[src/rtl/pid_pkg.sv]
package pid_pkg;
  localparam int PID_W_DEF  = 3;
  localparam int DATA_W_DEF = 8;
  localparam int ADDR_W     = 2;

  typedef enum logic [ADDR_W-1:0] {
    A_PID  = 2'd0,
    A_MODE = 2'd1,
    A_STAT = 2'd2,
    A_NONE = 2'd3
  } reg_addr_e;
endpackage

[src/rtl/pid_switch_core.sv]
module pid_switch_core #(
  parameter int PID_W  = 3,
  parameter int OS_PID = 0
) (
  input  logic             clk,
  input  logic             rst,
  input  logic             auto_en,
  input  logic             irq_in,
  input  logic             irq_ret,
  input  logic             pid_wr,
  input  logic [PID_W-1:0] pid_wdata,
  output logic [PID_W-1:0] pid_q,
  output logic [PID_W-1:0] shadow_q,
  output logic             pending_q
);
  localparam logic [PID_W-1:0] OS_ID = PID_W'(OS_PID);

  always_ff @(posedge clk) begin
    if (rst) begin
      pid_q     <= OS_ID;
      shadow_q  <= OS_ID;
      pending_q <= 1'b0;
    end else if (pid_wr) begin
      pid_q <= pid_wdata;
    end else if (pending_q && irq_ret) begin
      pid_q     <= shadow_q;
      pending_q <= 1'b0;
    end else if (!pending_q && irq_in && auto_en) begin
      shadow_q  <= pid_q;
      pid_q     <= OS_ID;
      pending_q <= 1'b1;
    end
  end


  a_r4_enter: assert property (@(posedge clk) disable iff (rst)
    (irq_in && auto_en && !pending_q && !pid_wr) |=>
      (pid_q == OS_ID && pending_q && shadow_q == $past(pid_q)));

  a_r5_disabled: assert property (@(posedge clk) disable iff (rst)
    (irq_in && !auto_en && !irq_ret && !pid_wr) |=>
      ($stable(pid_q) && $stable(shadow_q) && $stable(pending_q)));

  a_r6_nested: assert property (@(posedge clk) disable iff (rst)
    (irq_in && pending_q && !irq_ret && !pid_wr) |=>
      ($stable(pid_q) && $stable(shadow_q)));

  a_r7_restore: assert property (@(posedge clk) disable iff (rst)
    (irq_ret && pending_q && !pid_wr) |=>
      (pid_q == $past(shadow_q) && !pending_q));

  a_r9_write_wins: assert property (@(posedge clk) disable iff (rst)
    pid_wr |=> (pid_q == $past(pid_wdata) && pending_q == $past(pending_q)));
endmodule

[src/rtl/pid_regs.sv]
module pid_regs #(
  parameter int DATA_W = 8,
  parameter int PID_W  = 3
) (
  input  logic                      clk,
  input  logic                      rst,
  input  logic                      reg_wr,
  input  logic                      reg_rd,
  input  logic [pid_pkg::ADDR_W-1:0] reg_addr,
  input  logic [DATA_W-1:0]         reg_wdata,
  input  logic [PID_W-1:0]          pid_q,
  input  logic [PID_W-1:0]          shadow_q,
  input  logic                      pending_q,
  output logic [DATA_W-1:0]         reg_rdata,
  output logic                      auto_en,
  output logic                      pid_wr,
  output logic [PID_W-1:0]          pid_wdata
);
  import pid_pkg::*;

  logic [DATA_W-1:0] rd_next;
  logic              unused_wbits;

  assign unused_wbits = ^reg_wdata[DATA_W-1:PID_W];
  assign pid_wr       = reg_wr && (reg_addr == A_PID);
  assign pid_wdata    = reg_wdata[PID_W-1:0];

  always_ff @(posedge clk) begin
    if (rst)
      auto_en <= 1'b0;
    else if (reg_wr && reg_addr == A_MODE)
      auto_en <= reg_wdata[0];
  end

  always_comb begin
    rd_next = '0;
    case (reg_addr)
      A_PID:  rd_next[PID_W-1:0] = pid_q;
      A_MODE: rd_next[0] = auto_en;
      A_STAT: begin
        rd_next[PID_W-1:0]  = shadow_q;
        rd_next[DATA_W-1]   = pending_q;
      end
      default: rd_next = '0;
    endcase
  end

  always_ff @(posedge clk) begin
    if (rst)
      reg_rdata <= '0;
    else if (reg_rd)
      reg_rdata <= rd_next;
  end


  a_r10_hold: assert property (@(posedge clk) disable iff (rst)
    !reg_rd |=> $stable(reg_rdata));

  a_r11_mode_kept: assert property (@(posedge clk) disable iff (rst)
    (reg_wr && reg_addr != A_MODE) |=> $stable(auto_en));
endmodule

[src/rtl/pid_ctrl_top.sv]
module pid_ctrl_top #(
  parameter int DATA_W    = pid_pkg::DATA_W_DEF,
  parameter int PID_W     = pid_pkg::PID_W_DEF,
  parameter int OS_PID    = 0,
  parameter int CPU_INDEX = 0
) (
  input  logic                       clk,
  input  logic                       rst,
  input  logic                       reg_wr,
  input  logic                       reg_rd,
  input  logic [pid_pkg::ADDR_W-1:0] reg_addr,
  input  logic [DATA_W-1:0]          reg_wdata,
  output logic [DATA_W-1:0]          reg_rdata,
  input  logic                       irq_in,
  input  logic                       irq_ret,
  output logic [PID_W-1:0]           pid_out,
  output logic                       cpu_idx
);
  logic             auto_en;
  logic             pid_wr;
  logic [PID_W-1:0] pid_wdata;
  logic [PID_W-1:0] shadow_q;
  logic             pending_q;

  assign cpu_idx = 1'(CPU_INDEX);

  pid_regs #(.DATA_W(DATA_W), .PID_W(PID_W)) u_regs (
    .clk(clk), .rst(rst), .reg_wr(reg_wr), .reg_rd(reg_rd),
    .reg_addr(reg_addr), .reg_wdata(reg_wdata),
    .pid_q(pid_out), .shadow_q(shadow_q), .pending_q(pending_q),
    .reg_rdata(reg_rdata), .auto_en(auto_en),
    .pid_wr(pid_wr), .pid_wdata(pid_wdata)
  );

  pid_switch_core #(.PID_W(PID_W), .OS_PID(OS_PID)) u_core (
    .clk(clk), .rst(rst), .auto_en(auto_en),
    .irq_in(irq_in), .irq_ret(irq_ret),
    .pid_wr(pid_wr), .pid_wdata(pid_wdata),
    .pid_q(pid_out), .shadow_q(shadow_q), .pending_q(pending_q)
  );


  a_r8_idle_return: assert property (@(posedge clk) disable iff (rst)
    (irq_ret && !pending_q && !irq_in && !reg_wr) |=> $stable(pid_out));
endmodule

[config.mk]
export PLATFORM = sky130hd
export DESIGN_NAME = pid_ctrl_top
export DESIGN_NICKNAME = d
export VERILOG_FILES = /design/src/rtl/pid_pkg.sv /design/src/rtl/pid_switch_core.sv /design/src/rtl/pid_regs.sv /design/src/rtl/pid_ctrl_top.sv
export SDC_FILE = /design/constraint.sdc
export NUM_CORES = 1
export LEC_CHECK = 0
export ABC_AREA = 1
export BUFFER_PORTS_ARGS = -buffer_cell sky130_fd_sc_hd__buf_4
export CORE_MARGIN = 2
export CORE_UTILIZATION = 49
export CTS_CLUSTER_DIAMETER = 50
export DETAILED_ROUTE_END_ITERATION = 7
export PLACE_DENSITY = 0.91
export SETUP_SLACK_MARGIN = 0.02
export SYNTH_ARGS = -nofsm -noshare
export SYNTH_HDL_FRONTEND = slang
export SYNTH_SLANG_ARGS = --single-unit
[constraint.sdc]
create_clock -name clk -period 2.34 [get_ports clk]
set_clock_uncertainty 0.1 [all_clocks]
set_input_delay 0.117 -clock clk [delete_from_list [all_inputs] [get_ports clk]]
set_output_delay 0.117 -clock clk [all_outputs]
set_load 0.1 [all_outputs]
==> flow_metrics.tcl <==
set metrics [dict create \
    outcome "finished, final reports clean" \
    place_congestion 0.820 \
    ir_drop_v 0.000539 \
    synth_seq_cells 12 \
    drt-initial-drc-count 9 \
    fp.dieH_um 40.9 \
    setup_tns_ps 0 \
    dp_hpwl_mm 1.01 \
    cts_buffers 3 \
    ios 28 \
    synth_top_cell_area_share_pct 36.0 \
    synthTopCellsByArea "dfxtp_1, nand2_1, nor2_1" \
    avgSynthCellArea_um2 6.47 \
    postCtsResizedCells 0 \
    crit_type "flop to output pin" \
    clock_latency_ps 270 \
    timing.fmax_ghz 0.844 \
    yosysWarnings 0 \
    grt-ovfl-total 0 \
    cp.arrival_ps 970 \
    clock_sinks 12 \
    powerDensity_nw_per_um2 656 \
    grt_pass1_wl_mm 2.00 \
    finalCritPeriodShare_pct 50.7 \
    finalSetupViolations 0 \
    startpoint_type "flop" \
    final_nets 141 \
    hold_viol 0 \
    clockRootBuffer "clkbuf_4" \
    synth-edff-count 0 \
    path_delay_family "flip-flops" \
    drc 0 \
    place_ws_ps 1230 \
    die_x_um 40.9 \
    grt_max_degree 10 \
    rsz0062_at_grt "no" \
    clockBufferDepth 2 \
    hold_class "primary input to flop" \
    num_rows 13 \
    crit_path_end_kind "output pin" \
    n_antenna_cell 0 \
    ant_nets 0 \
    grt_pass1_vias 522 \
    leakagePower_nw 0.425 \
    grt_use_total_pct 18.3 \
    wire_per_inst_um 9.29 \
    synth-main-ff-cell "dfxtp_1" \
    synth_seq_area_share_pct 36.0 \
    synth-async-reset-ratio_pct 0 \
    drt-pass1-iter-count 4 \
    crit_path_max_incr_delay_ps 390 \
    yosys.cell_count.top_type "nand2_1" \
    worst_slack_ps 1150 \
    wirelength_mm 1.29 \
    clkTransAtPathRegs_ps 70 \
    layout_min_cycle_time_ps 1190 \
    cts_htree_levels 1 \
    placeableCoreArea_um2 1280 \
    maxSlewViolCount 0 \
    drive_above_1_share_pct 21.8 \
    die-area_um2 1670 \
    num_vias 640 \
    syn_area_um2 667 \
    area_growth_syn_to_layout_pct 26.5 \
    port_buffers 17 \
    timing.max_cap.violations 0 \
    crit_path_top_delay_cell "dfxtp_1" \
    netlist_instances 103 \
    cp_num_buf_inv 1 \
    yosysTopAreaCell "dfxtp_1" \
    required_ps 2120 \
    ys_top_cells_by_count "nand2_1, nor2_1, dfxtp_1, inv_1, nand3_1" \
    antenna_found_initial 0 \
    crit_path_cell_trace "buf_4" \
    ys_types 17 \
    cts_tree "yes" \
    worstPathMaxFanout 4 \
    via_per_inst 4.60 \
    start_util_pct 51.9 \
]
-- where the power goes --
group / leakage, nW / switching, mW / internal, mW
clock: 0.0210 / 0.0647 / 0.0945
sequential: 0.0982 / 0.00886 / 0.215
combinational: 0.306 / 0.130 / 0.0402
total: 0.425 / 0.203 / 0.350
-- final timing paths --
check	startpoint	to	slack, ps	cells past startpoint
setup reg to reg	u_core.pending_q	u_core.pid_q[1]	1200	5
setup / recovery	u_core.pid_q[0]	pid_out[0]	1150	1
hold reg to reg	u_regs.auto_en	u_regs.auto_en	390	2
hold / removal	irq_ret	u_core.pending_q	20	4
-- metrics by stage --
step,hold slack (ps),cells,power (mW),area [um^2],util [%]
after floorplan,86.1,107,0.365,682,-
after global placement,201,133,0.394,787,61.2
after detailed placement,206,133,0.396,787,61.2
after CTS,19.3,139,0.558,843,65.6
after global routing,18.4,139,0.581,843,65.6
final,18.9,139,0.553,843,65.6
-- area by class of cell --
class / instances / area (um^2)
fill: 114 / 442
multi-input combinational: 75 / 345
sequential: 12 / 240
timing repair buffer: 19 / 148
inverter: 14 / 55.1
clock buffer: 4 / 36.3
tap: 15 / 18.8
-- registers in the layout, indices dropped and copies added, names as in the netlist --
name,flops
u_regs.reg_rdata,4
u_core.pid_q,3
u_core.shadow_q,3
u_core.pending_q,1
u_regs.auto_en,1
-- cell families after synthesis --
logic type,share of synthesized area [%]
compound gates,6.75
buf+inv,14.4
flops,36.0
other cells,0.562
simple gates,42.2
-- cell usage in the layout, fill, tap and decap left out --
master	n
nand2_1	23
nor2_1	21
buf_4	17
inv_1	12
dfxtp_1	12
nand3_1	8
conb_1	5
nand4_1	4
o21ai_1	3
o21ai_0	3
a21oi_1	3
clkbuf_4	3
nor2_4	2
nand2_4	2
dlygate4sd3_1	2
inv_2	1
inv_4	1
nor2b_1	1
clkbuf_8	1
-- layer usage --
| layer | routed length [um] | GRT usage, % | vias up |
|---|---|---|---|
| met5 | 0 | 0 | - |
| li1 | - | - | 352 |
| met1 | 630 | 22.0 | 274 |
| met3 | 71 | 9.78 | 0 |
| met2 | 590 | 30.5 | 14 |
| met4 | 0 | 0 | 0 |
-- what timing repair did --
action / in CTS / in global routing
endpoints found under the hold margin: 2 / 0
hold buffers: 2 / 0
setup buffers: 0 / 0
No activity file was read; power rests on OpenSTA's default activity.
